### src/rtl/dmabus_pkg.sv
package dmabus_pkg;
  typedef enum logic [2:0] {
    ST_IDLE  = 3'd0,
    ST_LATCH = 3'd1,
    ST_ADDR  = 3'd2,
    ST_DATA  = 3'd3,
    ST_REL   = 3'd4
  } mst_state_e;
endpackage

### src/rtl/busclk_div.sv
module busclk_div (
  input  logic clk,
  input  logic rst,
  output logic phase_o,
  output logic bus_clk_o
);
  logic ph_q;
  always_ff @(posedge clk) begin
    if (rst) ph_q <= 1'b0;
    else     ph_q <= ~ph_q;
  end
  // a bus period ends at the edge where ph_q is high
  assign phase_o   = ph_q;
  assign bus_clk_o = ph_q;
endmodule

### src/rtl/master_fsm.sv
module master_fsm
  import dmabus_pkg::*;
#(
  parameter int AW = 32,
  parameter int DW = 16
) (
  input  logic          clk,
  input  logic          rst,
  input  logic          adv_i,
  input  logic          req_i,
  input  logic          wr_i,
  input  logic [AW-1:0] addr_i,
  input  logic [DW-1:0] wdata_i,
  input  logic          wait_i,
  input  logic          berr_n_i,
  input  logic          irq_pend_i,
  input  logic [DW-1:0] ad_i,
  output mst_state_e    state_o,
  output logic [AW-1:0] addr_q_o,
  output logic          wr_q_o,
  output logic [DW-1:0] wdata_q_o,
  output logic          done_o,
  output logic [DW-1:0] rdata_o,
  output logic          berr_hit_o
);
  mst_state_e st_q;
  logic       own;

  assign own        = (st_q == ST_LATCH) || (st_q == ST_ADDR) || (st_q == ST_DATA);
  assign berr_hit_o = own && !berr_n_i;

  always_ff @(posedge clk) begin
    if (rst) begin
      st_q      <= ST_IDLE;
      done_o    <= 1'b0;
      rdata_o   <= '0;
      addr_q_o  <= '0;
      wr_q_o    <= 1'b0;
      wdata_q_o <= '0;
    end else begin
      done_o <= 1'b0;
      if (berr_hit_o) begin
        st_q <= ST_IDLE;
      end else begin
        unique case (st_q)
          ST_IDLE: if (adv_i && req_i && !irq_pend_i) begin
            st_q      <= ST_LATCH;
            addr_q_o  <= addr_i;
            wr_q_o    <= wr_i;
            wdata_q_o <= wdata_i;
          end
          ST_LATCH: if (adv_i) st_q <= ST_ADDR;
          ST_ADDR:  if (adv_i) st_q <= ST_DATA;
          ST_DATA:  if (adv_i && !wait_i) begin
            st_q   <= ST_REL;
            done_o <= 1'b1;
            if (!wr_q_o) rdata_o <= ad_i;
          end
          ST_REL:   if (adv_i) st_q <= ST_IDLE;
          default:  st_q <= ST_IDLE;
        endcase
      end
    end
  end

  assign state_o = st_q;
endmodule

### src/rtl/irq_latch.sv
module irq_latch (
  input  logic clk,
  input  logic rst,
  input  logic set_i,
  input  logic clr_i,
  output logic pend_o
);
  always_ff @(posedge clk) begin
    if (rst)        pend_o <= 1'b0;
    else if (set_i) pend_o <= 1'b1;
    else if (clr_i) pend_o <= 1'b0;
  end
endmodule

### src/rtl/pin_mux.sv
module pin_mux
  import dmabus_pkg::*;
#(
  parameter int AW = 32,
  parameter int DW = 16,
  parameter int LW = 8
) (
  input  mst_state_e    state_i,
  input  logic [AW-1:0] addr_q_i,
  input  logic          wr_q_i,
  input  logic [DW-1:0] wdata_q_i,
  input  logic          cs_n_i,
  input  logic          ds_n_i,
  input  logic          host_rd_i,
  input  logic [DW-1:0] reg_rdata_i,
  output logic          master_o,
  output logic [LW-1:0] la_o,
  output logic          la_oe_o,
  output logic [DW-1:0] ad_o,
  output logic          ad_oe_o,
  output logic          adld_n_o,
  output logic          aen_n_o,
  output logic          daten_n_o,
  output logic          datdir_n_o,
  output logic          ctrl_oe_o
);
  // address split: top DW bits on ad, next LW bits on la while latching
  localparam int HI_LSB  = AW - DW;
  localparam int MID_LSB = AW - DW - LW;

  logic in_latch, in_data, host_rd;

  always_comb begin
    master_o = (state_i == ST_LATCH) || (state_i == ST_ADDR) || (state_i == ST_DATA);
    in_latch = (state_i == ST_LATCH);
    in_data  = (state_i == ST_DATA);
    host_rd  = !master_o && !cs_n_i && !ds_n_i && host_rd_i;

    la_oe_o  = master_o;
    la_o     = in_latch ? addr_q_i[MID_LSB +: LW] : addr_q_i[LW-1:0];

    ad_oe_o  = in_latch || (in_data && wr_q_i) || host_rd;
    if (in_latch)      ad_o = addr_q_i[HI_LSB +: DW];
    else if (master_o) ad_o = wdata_q_i;
    else               ad_o = reg_rdata_i;

    adld_n_o   = !in_latch;
    aen_n_o    = !master_o;
    daten_n_o  = !(master_o || (!cs_n_i && !ds_n_i));
    datdir_n_o = !(master_o || !cs_n_i);
    ctrl_oe_o  = master_o || !cs_n_i;
  end
endmodule

### src/rtl/dma_mux_bus_if.sv
module dma_mux_bus_if
  import dmabus_pkg::*;
#(
  parameter int          AW      = 32,
  parameter int          DW      = 16,
  parameter int          LW      = 8,
  parameter logic [7:0]  CLR_SEL = 8'hF0
) (
  input  logic          clk,
  input  logic          rst,
  output logic          bus_clk_o,
  input  logic          xfer_req_i,
  input  logic          xfer_wr_i,
  input  logic [AW-1:0] xfer_addr_i,
  input  logic [DW-1:0] xfer_wdata_i,
  output logic          xfer_done_o,
  output logic [DW-1:0] xfer_rdata_o,
  input  logic          wait_i,
  input  logic          berr_n_i,
  input  logic          cs_n_i,
  input  logic          ds_n_i,
  input  logic          host_rd_i,
  input  logic [DW-1:0] reg_rdata_i,
  input  logic [LW-1:0] la_i,
  output logic [LW-1:0] la_o,
  output logic          la_oe_o,
  input  logic [DW-1:0] ad_i,
  output logic [DW-1:0] ad_o,
  output logic          ad_oe_o,
  output logic          adld_n_o,
  output logic          aen_n_o,
  output logic          daten_n_o,
  output logic          datdir_n_o,
  output logic          ctrl_oe_o,
  output logic          master_o,
  output logic          err_irq_o
);
  mst_state_e    state;
  logic          phase, berr_hit, clr_wr, wr_q;
  logic [AW-1:0] addr_q;
  logic [DW-1:0] wdata_q;

  busclk_div u_div (
    .clk(clk), .rst(rst), .phase_o(phase), .bus_clk_o(bus_clk_o)
  );

  master_fsm #(.AW(AW), .DW(DW)) u_fsm (
    .clk(clk), .rst(rst), .adv_i(phase), .req_i(xfer_req_i),
    .wr_i(xfer_wr_i), .addr_i(xfer_addr_i), .wdata_i(xfer_wdata_i),
    .wait_i(wait_i), .berr_n_i(berr_n_i), .irq_pend_i(err_irq_o),
    .ad_i(ad_i), .state_o(state), .addr_q_o(addr_q), .wr_q_o(wr_q),
    .wdata_q_o(wdata_q), .done_o(xfer_done_o), .rdata_o(xfer_rdata_o),
    .berr_hit_o(berr_hit)
  );

  assign clr_wr = !master_o && !cs_n_i && !ds_n_i && !host_rd_i &&
                  (la_i == CLR_SEL[LW-1:0]) && ad_i[0];

  irq_latch u_irq (
    .clk(clk), .rst(rst), .set_i(berr_hit), .clr_i(clr_wr), .pend_o(err_irq_o)
  );

  pin_mux #(.AW(AW), .DW(DW), .LW(LW)) u_mux (
    .state_i(state), .addr_q_i(addr_q), .wr_q_i(wr_q), .wdata_q_i(wdata_q),
    .cs_n_i(cs_n_i), .ds_n_i(ds_n_i), .host_rd_i(host_rd_i),
    .reg_rdata_i(reg_rdata_i), .master_o(master_o), .la_o(la_o),
    .la_oe_o(la_oe_o), .ad_o(ad_o), .ad_oe_o(ad_oe_o), .adld_n_o(adld_n_o),
    .aen_n_o(aen_n_o), .daten_n_o(daten_n_o), .datdir_n_o(datdir_n_o),
    .ctrl_oe_o(ctrl_oe_o)
  );
endmodule

### config.mk
export PLATFORM = sky130hd
export DESIGN_NAME = dma_mux_bus_if
export DESIGN_NICKNAME = d
export VERILOG_FILES = /design/src/rtl/dmabus_pkg.sv /design/src/rtl/busclk_div.sv /design/src/rtl/master_fsm.sv /design/src/rtl/irq_latch.sv /design/src/rtl/pin_mux.sv /design/src/rtl/dma_mux_bus_if.sv
export SDC_FILE = /design/constraint.sdc
export NUM_CORES = 1
export LEC_CHECK = 0
export ABC_AREA = 0
export BUFFER_PORTS_ARGS = -buffer_cell sky130_fd_sc_hd__buf_4
export CAP_MARGIN = 20
export CORE_MARGIN = 1.5
export CORE_UTILIZATION = 50
export CTS_CLUSTER_DIAMETER = 100
export CTS_CLUSTER_SIZE = 16
export DETAILED_ROUTE_END_ITERATION = 10
export HOLD_SLACK_MARGIN = 0.05
export PLACE_DENSITY_LB_ADDON = 0.15
export SYNTH_ARGS = -nofsm -noshare
export SYNTH_HDL_FRONTEND = slang
export SYNTH_SLANG_ARGS = --single-unit
### constraint.sdc
create_clock -name clk -period 4.2 [get_ports clk]
set_input_delay 0 -clock clk [delete_from_list [all_inputs] [get_ports clk]]
set_output_delay 0 -clock clk [all_outputs]
set_load 0.02 [all_outputs]
# --- Word level (Yosys, flattened, before mapping) ---
# Cells that the tools add are included.
word_totals:
  rom_bits: 0
  register_bits: 71
  output_inout_bits: 51
  in_bits: 97
  n_memories: 0
  ramBits: 0
  latchBits: 0
  word_cells: 69
op_classes:
  shift: 0
  mux: 12
  eq_ne: 10
  n_bitwise: 4
  n_lt_le_gt_ge: 0
  reduce_logical: 35
  n_mul: 0
  div: 0
  addsub: 0
op_table:
  columns: ["operator", "n"]
  rows:
  - ["$mux W16", 2]
  - ["$mux W3", 5]
  - ["$pmux W3 S5", 1]
  - ["$logic_and A1 B1 Y1", 12]
  - ["$logic_not A1 Y1", 10]
  - ["$eq A8 B8 Y1 const B", 1]
  - ["$mux W8", 1]
  - ["$ne A2 B2 Y1 const B", 4]
  - ["$eq A3 B2 Y1 const B", 2]
  - ["$logic_or A1 B1 Y1", 6]
  - ["$reduce_and A5 Y1", 1]
  - ["$not A1 Y1", 4]
  - ["$reduce_and A4 Y1", 1]
  - ["$eq A3 B1 Y1 const B", 1]
  - ["$eq A3 B3 Y1 const B", 1]
  - ["$logic_not A3 Y1", 1]
  - ["$mux W1", 3]
  - ["$reduce_and A3 Y1", 1]
  - ["$reduce_or A3 Y1", 1]
  - ["$ne A2 B1 Y1 const B", 1]
  - ["$reduce_bool A2 Y1", 1]
  - ["$reduce_or A2 Y1", 1]

# --- Logic depth before layout (Yosys ltp) ---
# Gate-level depths: netlist of the first run.
depth:
  depth_word: 11
  depth_mapped: 7
  mapped_depth_nobuf: 5

# --- Modules after synthesis ---
# A second synthesis of the first run with hierarchy kept.
unflattened:
  cells_unflattened: 417
  area_unflattened_um2: 3717.3
by_module_without_submodules:
  columns: ["mod", "cells_per_inst", "n_inst", "seq_area_each_um2", "area_each_um2"]
  rows:
  - ["master_fsm", 311, 1, 1381.3, 3019.1]
  - ["pin_mux", 94, 1, 0.0, 593.1]
  - ["irq_latch", 4, 1, 20.0, 38.8]
  - ["dma_mux_bus_if", 5, 1, 0.0, 35.0]
  - ["busclk_div", 3, 1, 20.0, 31.3]

# --- Worst setup path after synthesis of the first run ---
# Ideal clock, no wire load.
synth_path:
  kind: "reg2reg"
  startpoint: "register u_div.ph_q, in the netlist u_div.bus_clk_o"
  endpoint: "register u_fsm.rdata_o[4]"
  period_less_slack_ns: 1.674
  t_required_ns: 4.074
  setup_ns: 0.126
  path_slack_ns: 2.526
  stages_incl_launch_ff: 6
  t_arrival_ns: 1.548
  path_cell_list: "dfxtp_1 > nand2b_2 > nor4_4 > buf_8 > mux2i_1 > nor2_1"
synth_between:
  elab_chain_len: 2
synth_rtl:
  columns: ["element", "line", "source"]
  rows:
  - ["start, declared", "busclk_div.sv:7", "logic ph_q;"]
  - ["start signal, assigned", "busclk_div.sv:10", "else ph_q <= ~ph_q;"]
  - ["$logic_and A1 B1 Y1", "master_fsm.sv:54", "ST_DATA: if (adv_i && !wait_i) begin"]
  - ["$reduce_and A4 Y1 (no line)", null, null]
  - ["end signal, assigned", "master_fsm.sv:57", "if (!wr_q_o) rdata_o <= ad_i;"]
  - ["end, declared", "master_fsm.sv:23", "output logic [DW-1:0] rdata_o,"]
# Every way passes these cells.
# A chain may end at the register's enable or synchronous reset.

# --- Worst setup path after layout of the first run ---
layout_path:
  startpoint: "register u_fsm.st_q[1], in the netlist u_fsm.state_o[1]"
  endpoint: "register u_fsm.addr_q_o[0]"
layout_between:
  elab_chain_len: 6
  elab_cells_between_ends: 9
  cone_classes: "3 x eq/ne; 1 x bitwise; 5 x reduce/logical"
layout_rtl:
  columns: ["element", "line", "source"]
  rows:
  - ["start, declared", "master_fsm.sv:26", "mst_state_e st_q;"]
  - ["start signal, assigned", "master_fsm.sv:34", "st_q <= ST_IDLE;"]
  - ["start signal, assigned", "master_fsm.sv:43", "st_q <= ST_IDLE;"]
  - ["start signal, assigned", "master_fsm.sv:47", "st_q <= ST_LATCH;"]
  - ["$eq A3 B1 Y1 or $eq A3 B2 Y1 (tied branches)", "master_fsm.sv:29", "assign own = (st_q == ST_LATCH) || (st_q == ST_ADDR) || (st_q == ST_DATA);"]
  - ["$logic_or A1 B1 Y1 (2 in series)", "master_fsm.sv:29", null]
  - ["$logic_and A1 B1 Y1", "master_fsm.sv:30", "assign berr_hit_o = own && !berr_n_i;"]
  - ["$not A1 Y1 (no line)", null, null]
  - ["$reduce_and A3 Y1 (no line) *", null, null]
  - ["end signal, assigned", "master_fsm.sv:48", "addr_q_o <= addr_i;"]
  - ["end, declared", "master_fsm.sv:19", "output logic [AW-1:0] addr_q_o,"]
# Mark *: on every way between the ends. The rest lies on a longest branch, timed or not.

==> reports/qor.txt, run 1 <==
POWER AND IR DROP
------------------------------------------------------------------------------------------------------
Leakage Power ...........................................................................      2.16 nW
Maximum resistive drop on vdd ...........................................................   0.000321 V
Pwr Density .............................................................................  383 nW/um^2

FINAL LAYOUT
------------------------------------------------------------------------------------------------------
Number of fill cells in the layout ......................................................          364
Area of the multi-input gates ...........................................................    1470 um^2
Fraction of final layout cells sized beyond drive strength 1 ............................        30.7%
Number of diodes ........................................................................            0
Number of nets in the layout ............................................................          679
Sequential cell area ....................................................................    1420 um^2
Area Growth Syn to Fin ..................................................................        61.1%

CRITICAL PATH
------------------------------------------------------------------------------------------------------
Launch instance of the worst register-to-register path .................................. u_fsm.state_o[1]
Data arrival time of the critical path ..................................................      2.82 ns
Critical path fanouts, max ..............................................................           30
Slowest stage cell on the critical path ................................................. sky130_fd_sc_hd__dfxtp_1
Crit path from .......................................................................... u_fsm.state_o[1]
Sort of element at the end of the critical path .........................................         flop
Crit-path max cell delay ................................................................      0.64 ns
Critical path, cell by cell ............................................................. nor3_1, and2b_1, buf_4, nand2_1, a21oi_1
CP Class ................................................................................      reg2reg
Worst R2R Path Depth ....................................................................            5
Gate family responsible for the most delay along the worst path ......................... simple AND/OR/NAND/NOR gates
Startpoint Class ........................................................................         flop
Required time reported for the critical path endpoint ...................................      4.45 ns
Worst reg2reg path endpoint ............................................................. u_fsm.addr_q_o[0]
Setup slack, reg-to-reg .................................................................      1.63 ns
WP buf/inv ..............................................................................            1

GRT
------------------------------------------------------------------------------------------------------
Pin count of the biggest net entering global routing ....................................           71
Global Route met3 Usage .................................................................        6.11%
First-pass GRT wire length ..............................................................     13800 um
Congestion Overflow GR ..................................................................            0
Antenna violations before repair ........................................................            0
Global-route met1 utilization ...........................................................        30.2%
Combined global-route utilization of all metal layers ...................................        27.0%
Global-route met2 utilization ...........................................................        48.7%
Vias in the first global route ..........................................................         3182
Busiest layer in global routing .........................................................         met2

RUN
------------------------------------------------------------------------------------------------------
Number of max-capacitance violations reported ...........................................            0

DRT
------------------------------------------------------------------------------------------------------
Avg Vias per Cell .......................................................................         5.12
Remaining DRCs ..........................................................................            0
Detailed-route wire length ..............................................................      9270 um
Average routed wire per standard cell ...................................................      14.0 um
Post-route antenna net violation count ..................................................            0
Router iterations before antenna repair .................................................            4
Count of routing violations after the opening detailed-route iteration ..................          159
Total vias in the final route ...........................................................         3387

STA
------------------------------------------------------------------------------------------------------
Clock tree skew after final layout ......................................................   0.00461 ns
Final setup viols .......................................................................            0
Worst max-slew margin expressed relative to the limit ...................................        32.8%
Post-Route Setup TNS ....................................................................         0 ns
Worst slew pin tran .....................................................................      1.01 ns
Clock period minus final worst setup slack ..............................................      2.57 ns
Highest Clock Rate ......................................................................      390 MHz
Max Slew Vio Count ......................................................................            0
Final worst-path cycle share ............................................................        61.1%
RSZ-0062 raised after global routing ....................................................        false
Count of final hold-check violations ....................................................            0
Worst hold slack ........................................................................     0.107 ns

SYNTHESIS
------------------------------------------------------------------------------------------------------
Most common flop cell mapped by yosys ................................................... sky130_fd_sc_hd__dfxtp_1
Top cell type's share of synthesized area ...............................................        45.7%
Cell accounting for the most synthesized area ........................................... sky130_fd_sc_hd__dfxtp_1
Cells after synthesis ...................................................................          383
Count leader, synth ..................................................................... sky130_fd_sc_hd__nand2_1
Number of warnings printed during yosys synthesis .......................................            0
Average cell area after synthesis .......................................................    8.12 um^2
Synthesis-stage register bit count ......................................................           71
Largest cells by area after synthesis ................................................... sky130_fd_sc_hd__dfxtp_1, sky130_fd_sc_hd__nand2_1, sky130_fd_sc_hd__a21oi_1, sky130_fd_sc_hd__mux2i_1, sky130_fd_sc_hd__a22oi_1
Number of flops mapped to enable cells by yosys .........................................            0
Distinct cell type count after synthesis ................................................           38
Proportion of synthesized chip area in sequential cells .................................        45.7%
Synth top cells by count ................................................................ sky130_fd_sc_hd__nand2_1, sky130_fd_sc_hd__dfxtp_1, sky130_fd_sc_hd__a21oi_1
Ys async rst share ......................................................................           0%
Syn Std Cell Area .......................................................................    3110 um^2
Net count after synthesis ...............................................................          480

CLOCK NETWORK
------------------------------------------------------------------------------------------------------
Deepest clock path buffer count .........................................................            2
Post-CTS setup buffers ..................................................................            0
Number of CTS-inserted buffers ..........................................................            9
Cell at the root of the clock tree ...................................................... sky130_fd_sc_hd__clkbuf_8
Number of clock sinks seen by CTS .......................................................           71
Clock transition at the register clock pins on the worst setup and hold paths after CTS .      0.07 ns
Clk Latency, worst-skew pair ............................................................      0.34 ns
TritonCTS clock tree ....................................................................        built
Htree depth .............................................................................            3

PLACEMENT
------------------------------------------------------------------------------------------------------
Number of I/O port buffers ..............................................................          147
Routability-driven placement congestion ratio ...........................................        0.810
Estimated wirelength of the detail-placed design ........................................      5540 um

MIN PATH
------------------------------------------------------------------------------------------------------
Worst hold path depth ...................................................................            4
Hold worst-path end ..................................................................... u_fsm.done_o
Startpoint of the worst hold path .......................................................       wait_i
Hold WC Path Type .......................................................................       in2reg

FLOORPLANNING
------------------------------------------------------------------------------------------------------
Initial standard-cell utilization of the core ...........................................        52.2%
Die Area ................................................................................    6700 um^2
Die Wd ..................................................................................      81.9 um
Std cell rows ...........................................................................           28
Floorplan core area .....................................................................    5960 um^2
Vert. Die Dim ...........................................................................      81.9 um
Number of primary I/O pins ..............................................................          148

STATUS
------------------------------------------------------------------------------------------------------
Outcome .................................................................................    completed

kinds of logic (layout without fill, tap and decap cells):
logic type,after synthesis,count (layout),share of synthesized area (%)
multiplexers,26,26,8.69
flip-flops,71,71,45.7
buffers and inverters,36,240,7.04
AO/OA/AOI/OAI,90,90,16.3
XOR/XNOR,1,1,0.282
AND/OR/NAND/NOR,159,159,22.0
worst reg2reg max path, stage by stage (launching register included):
cell and delay, ns:
sky130_fd_sc_hd__dfxtp_1 0.64, sky130_fd_sc_hd__nor3_1 0.51, sky130_fd_sc_hd__and2b_1 0.59, sky130_fd_sc_hd__buf_4 0.43, sky130_fd_sc_hd__nand2_1 0.14, sky130_fd_sc_hd__a21oi_1 0.18
timing repair:
item	CTS	global route
hold buffers	68	0
resized for setup	0	0
endpoints found under the hold margin	68	0
flip-flops by register name, summed over array words and instances (netlist names):
register         cells
u_div.bus_clk_o      1
u_fsm.addr_q_o      32
u_fsm.done_o         1
u_fsm.rdata_o       16
u_fsm.state_o        3
u_fsm.wdata_q_o     16
u_fsm.wr_q_o         1
u_irq.pend_o         1
report_power, final:
part / total, W / switching, W / internal (W)
sequential: 0.000756 / 0.0000376 / 0.000718
combinational: 0.000632 / 0.000344 / 0.000288
clock: 0.000532 / 0.000244 / 0.000288
total: 0.00192 / 0.000626 / 0.00129
how the worst max path moves through the flow:
| stage | to | slack (ns) | cells after the start |
|---|---|---|---|
| CTS | ad_o[6] | 1.50 | 4 |
| global route | ad_o[9] | 1.43 | 5 |
| finish | u_fsm.addr_q_o[0] | 1.63 | 5 |
| detailed placement | u_fsm.addr_q_o[4] | 1.77 | 5 |
| floorplan | u_fsm.rdata_o[4] | 2.53 | 5 |
| global placement | u_fsm.addr_q_o[21] | 1.84 | 5 |
per-stage QoR:
step | util [%] | std cells | setup WS (ns) | cell area, um^2 | total power (W)
2_1_floorplan | - | 383 | 2.53 | 3110 | 0.00112
5_1_grt | 84.1 | 662 | 1.43 | 5010 | 0.00201
4_1_cts | 84.0 | 661 | 1.50 | 5000 | 0.00191
3_3_place_gp | 69.4 | 577 | 1.84 | 4130 | 0.00132
6_report | 84.1 | 662 | 1.63 | 5010 | 0.00192
3_5_place_dp | 69.4 | 577 | 1.77 | 4130 | 0.00134
cell type report:
cell class	count	area share [%]
Clock inverter	4	0.899
Clock buffer	12	2.90
Sequential cell	71	28.4
Inverter	5	0.375
Tap cell	75	1.87
Timing Repair Buffer	219	36.2
Multi-Input combinational cell	276	29.4
layer usage:
metal / up-vias / wire [um]
li1: 1676 / -
met2: 121 / 4810
met5: - / 0
met4: 0 / 199
met3: 19 / 597
met1: 1571 / 3660
layout by cell type (no fill, tap or decap), drive strengths merged:
cell and instances:
and2b 1, a32oi 1, nand4 1, a21oi 50
or4b 1, clkinv 3, nor2 20, mux2 8
bufinv 1, xor2 1, or2 1, mux2i 18
nor2b 3, inv 5, nor3b 1, o21bai 1
nand4b 1, a22oi 16, dfxtp 71, nand3 1
clkbuf 12, nor3 4, nand2b 3, nor4 2
o21ai 19, buf 151, a21boi 1, dlygate4sd3 68
nand3b 2, nand2 118, a31o 1, a22o 1
(Power assumes the default switching activity.)
==> inputs of run 2 (changes only) <==
--- a/config.mk
+++ b/config.mk
@@ -9,7 +9,7 @@
 export BUFFER_PORTS_ARGS = -buffer_cell sky130_fd_sc_hd__buf_4
 export CAP_MARGIN = 20
 export CORE_MARGIN = 1.5
-export CORE_UTILIZATION = 50
+export CORE_UTILIZATION = 42
 export CTS_CLUSTER_DIAMETER = 100
 export CTS_CLUSTER_SIZE = 16
 export DETAILED_ROUTE_END_ITERATION = 10
==> constraint.sdc (replaced) <==
create_clock -name clk -period 2.1 [get_ports clk]
set_input_delay 0 -clock clk [delete_from_list [all_inputs] [get_ports clk]]
set_output_delay 0 -clock clk [all_outputs]
set_load 0.02 [all_outputs]
==> reports/qor.txt, run 2 (synthesis gave the netlist of run 1 again) <==
STATUS
------------------------------------------------------------------------------------------------------
Outcome .................................................................................    completed

GRT
------------------------------------------------------------------------------------------------------
Pin count of the biggest net entering global routing ....................................           71   unchanged
Antenna violations before repair ........................................................            0   unchanged
Combined global-route utilization of all metal layers ...................................        22.2%   -4.8 points
Global Route met3 Usage .................................................................        3.97%   -2.1 points
Congestion Overflow GR ..................................................................            0   unchanged
Global-route met1 utilization ...........................................................        26.7%   -3.6 points
Global-route met2 utilization ...........................................................        38.6%   -10 points
First-pass GRT wire length ..............................................................     13700 um   -0.50%
Busiest layer in global routing .........................................................         met2
Vias in the first global route ..........................................................         3056   -4.0%

CLOCK NETWORK
------------------------------------------------------------------------------------------------------
Number of clock sinks seen by CTS .......................................................           71   unchanged
TritonCTS clock tree ....................................................................        built
Htree depth .............................................................................            3   unchanged
Clk Latency, worst-skew pair ............................................................      0.33 ns   about the same
Cell at the root of the clock tree ...................................................... sky130_fd_sc_hd__clkbuf_8
Deepest clock path buffer count .........................................................            2   unchanged
Clock transition at the register clock pins on the worst setup and hold paths after CTS .      0.08 ns   about the same
Number of CTS-inserted buffers ..........................................................            9   unchanged
Post-CTS setup buffers ..................................................................            0   unchanged

POWER AND IR DROP
------------------------------------------------------------------------------------------------------
Pwr Density .............................................................................  764 nW/um^2   +100%
Internal ................................................................................    0.00270 W   +110%
Pwr Total ...............................................................................    0.00395 W   +110%
Switching Fraction ......................................................................        31.7%   -0.88 points
Relative contribution of sequential cells to total power ................................        38.2%   -1.2 points
Maximum resistive drop on vdd ...........................................................   0.000535 V   +67%
Leakage Power ...........................................................................      2.22 nW   +2.9%
Proportion of power drawn by the clock network ..........................................        28.6%   +0.9 points
Net switching power of the design .......................................................    0.00125 W   +100%
Gate power share ........................................................................        33.2%   +0.3 points

STA
------------------------------------------------------------------------------------------------------
Post-Route Setup TNS ....................................................................         0 ns   unchanged
Max Slew Vio Count ......................................................................            0   unchanged
Final setup viols .......................................................................            0   unchanged
Minimum setup slack in the final design .................................................     0.192 ns   -1.44 ns
Clock tree skew after final layout ......................................................   0.00567 ns   +0.00106 ns
Clock period minus final worst setup slack ..............................................      1.91 ns
RSZ-0062 raised after global routing ....................................................        false
Worst slew pin tran .....................................................................     0.721 ns   -0.286 ns
Highest Clock Rate ......................................................................      524 MHz
Worst max-slew margin expressed relative to the limit ...................................        51.9%   +19 points
Count of final hold-check violations ....................................................            0   unchanged
Final worst-path cycle share ............................................................        90.8%

CRITICAL PATH
------------------------------------------------------------------------------------------------------
Critical path, cell by cell ............................................................. nor2b_1, nor2b_1, buf_4, mux2_2, buf_4
Sort of element at the end of the critical path ......................................... primary output
Data arrival time of the critical path ..................................................      1.91 ns   -0.91 ns
Worst reg2reg path endpoint ............................................................. u_fsm.wdata_q_o[3]
Setup slack, reg-to-reg .................................................................      0.42 ns   -1.21 ns
Slowest stage cell on the critical path ................................................. sky130_fd_sc_hd__dfxtp_2
Required time reported for the critical path endpoint ...................................      2.10 ns   -2.35 ns
Critical path fanouts, max ..............................................................           10   -67%
Startpoint Class ........................................................................         flop
Crit-path max cell delay ................................................................      0.45 ns   -0.19 ns
Gate family responsible for the most delay along the worst path .........................   flip-flops
Worst R2R Path Depth ....................................................................            5   unchanged
CP Class ................................................................................      reg2out
WP buf/inv ..............................................................................            2   +1
Launch instance of the worst register-to-register path .................................. u_fsm.state_o[1]

DRT
------------------------------------------------------------------------------------------------------
Remaining DRCs ..........................................................................            0   unchanged
Router iterations before antenna repair .................................................            4   unchanged
Total vias in the final route ...........................................................         3357   -0.89%
Post-route antenna net violation count ..................................................            0   unchanged
Count of routing violations after the opening detailed-route iteration ..................          157   -1.3%
Average routed wire per standard cell ...................................................      13.0 um   -7.0%
Avg Vias per Cell .......................................................................         4.82   -5.7%
Detailed-route wire length ..............................................................      9060 um   -2.2%

FLOORPLANNING
------------------------------------------------------------------------------------------------------
Std cell rows ...........................................................................           31   +11%
Vert. Die Dim ...........................................................................      89.1 um   +8.8%
Die Wd ..................................................................................      89.1 um   +8.8%
Number of primary I/O pins ..............................................................          148   unchanged
Die Area ................................................................................    7930 um^2   +18%
Floorplan core area .....................................................................    7210 um^2   +21%
Initial standard-cell utilization of the core ...........................................        43.1%   -9.1 points

MIN PATH
------------------------------------------------------------------------------------------------------
Hold WC Path Type .......................................................................       in2reg
Startpoint of the worst hold path .......................................................       wait_i
Hold worst-path end ..................................................................... u_fsm.done_o
Worst hold path depth ...................................................................            4   unchanged

FINAL LAYOUT
------------------------------------------------------------------------------------------------------
Area of the multi-input gates ...........................................................    1480 um^2   +0.26%
Most common library cell in the layout ignoring fill and taps ........................... sky130_fd_sc_hd__buf_4
Largest register FFs ....................................................................           32   unchanged
Area Growth Syn to Fin ..................................................................        66.2%
Register with the most flip-flops ....................................................... u_fsm.addr_q_o
Layout Utilization ......................................................................        71.6%   -12 points
Number of nets in the layout ............................................................          689   +1.5%
Registers with the most flip-flops ...................................................... u_fsm.addr_q_o: 32 flops, u_fsm.rdata_o: 16 flops, u_fsm.wdata_q_o: 16 flops
Number of diodes ........................................................................            0   unchanged
Top library cells by usage in the layout, fill and taps aside ........................... sky130_fd_sc_hd__buf_4, sky130_fd_sc_hd__nand2_1, sky130_fd_sc_hd__dlygate4sd3_1
Post-route design area ..................................................................    5170 um^2   +3.1%
Sequential cell area ....................................................................    1420 um^2   about the same
Number of fill cells in the layout ......................................................          569   +56%
Fraction of final layout cells sized beyond drive strength 1 ............................        32.0%   +1.3 points

PLACEMENT
------------------------------------------------------------------------------------------------------
Estimated wirelength of the detail-placed design ........................................      5910 um   +6.6%
Number of I/O port buffers ..............................................................          147   unchanged
Worst setup timing slack at the placement stage .........................................     0.406 ns   -1.36 ns
Routability-driven placement congestion ratio ...........................................        0.817   +0.95%
Area of placed instances ................................................................    4240 um^2   +2.6%

RUN
------------------------------------------------------------------------------------------------------
Number of max-capacitance violations reported ...........................................            0   unchanged

==> run 2: cell types whose count changed in the layout (fill, tap and decap cells not counted) <==
| cell | change |
|---|---|
| sky130_fd_sc_hd__buf_12 | +1 |
| sky130_fd_sc_hd__buf_4 | +6 |
| sky130_fd_sc_hd__clkbuf_1 | -2 |
| sky130_fd_sc_hd__clkbuf_8 | +2 |
| sky130_fd_sc_hd__clkinv_2 | -3 |
| sky130_fd_sc_hd__clkinvlp_4 | +3 |
| sky130_fd_sc_hd__dfxtp_1 | -1 |
| sky130_fd_sc_hd__dfxtp_2 | +1 |
| sky130_fd_sc_hd__dlygate4sd3_1 | +3 |
| sky130_fd_sc_hd__o21bai_1 | -1 |
| sky130_fd_sc_hd__o21bai_2 | +1 |
==> run 2: area by class of cell <==
class | count | share of cell area [%]
timing repair buffer | 229 | 36.9
multi-input combinational | 276 | 28.6
sequential | 71 | 27.5
clock buffer | 12 | 3.20
tap | 99 | 2.40
clock inverter | 4 | 1.02
inverter | 5 | 0.363
==> run 2: worst register-to-register path: cells and delay by family (launching register included) <==
family / cells / cell delay (ns)
AO/OA/AOI/OAI: 1 / 0.12
buffers and inverters: 1 / 0.31
flip-flops: 1 / 0.47
AND/OR/NAND/NOR: 3 / 0.71
==> run 2: worst max-delay path by stage <==
stage,startpoint,to,slack [ns],cells after the start
floorplan,u_div.bus_clk_o,u_fsm.rdata_o[4],0.43,5
global placement,u_fsm.state_o[0],la_o[7],0.45,5
detailed placement,u_fsm.state_o[0],la_o[7],0.41,5
CTS,u_fsm.state_o[0],la_o[7],0.04,5
global route,u_fsm.state_o[0],la_o[6],0.08,5
finish,u_fsm.state_o[0],la_o[7],0.19,5
==> run 2: timing repair <==
action	in CTS	in global routing
hold buffers	71	0
resized for setup	0	1
endpoints found under the setup margin	0	8
hold endpoints to repair	68	0
==> run 2: routing by layer <==
| layer | part of all wire, % | vias to the layer above |
|---|---|---|
| met4 | 2.4 | 0 |
| met5 | 0 | - |
| li1 | - | 1695 |
| met2 | 48 | 113 |
| met1 | 43 | 1526 |
| met3 | 6.0 | 23 |
==> run 2: power by group through the flow <==
stage          logic, W  clock network [W]  registers [W]
2_1_floorplan  0.000726                  0        0.00151
3_3_place_gp    0.00119                  0        0.00153
3_5_place_dp    0.00120                  0        0.00154
4_1_cts         0.00131            0.00116        0.00151
5_1_grt         0.00142            0.00121        0.00152
6_report        0.00131            0.00113        0.00151
==> run 2: through the flow <==
| step | instances | hold WS, ns |
|---|---|---|
| after floorplan | 383 | 0.128 |
| after global placement | 609 | 0.237 |
| after detailed placement | 609 | 0.247 |
| after CTS | 696 | 0.0998 |
| after global routing | 696 | 0.114 |
| final | 696 | 0.115 |
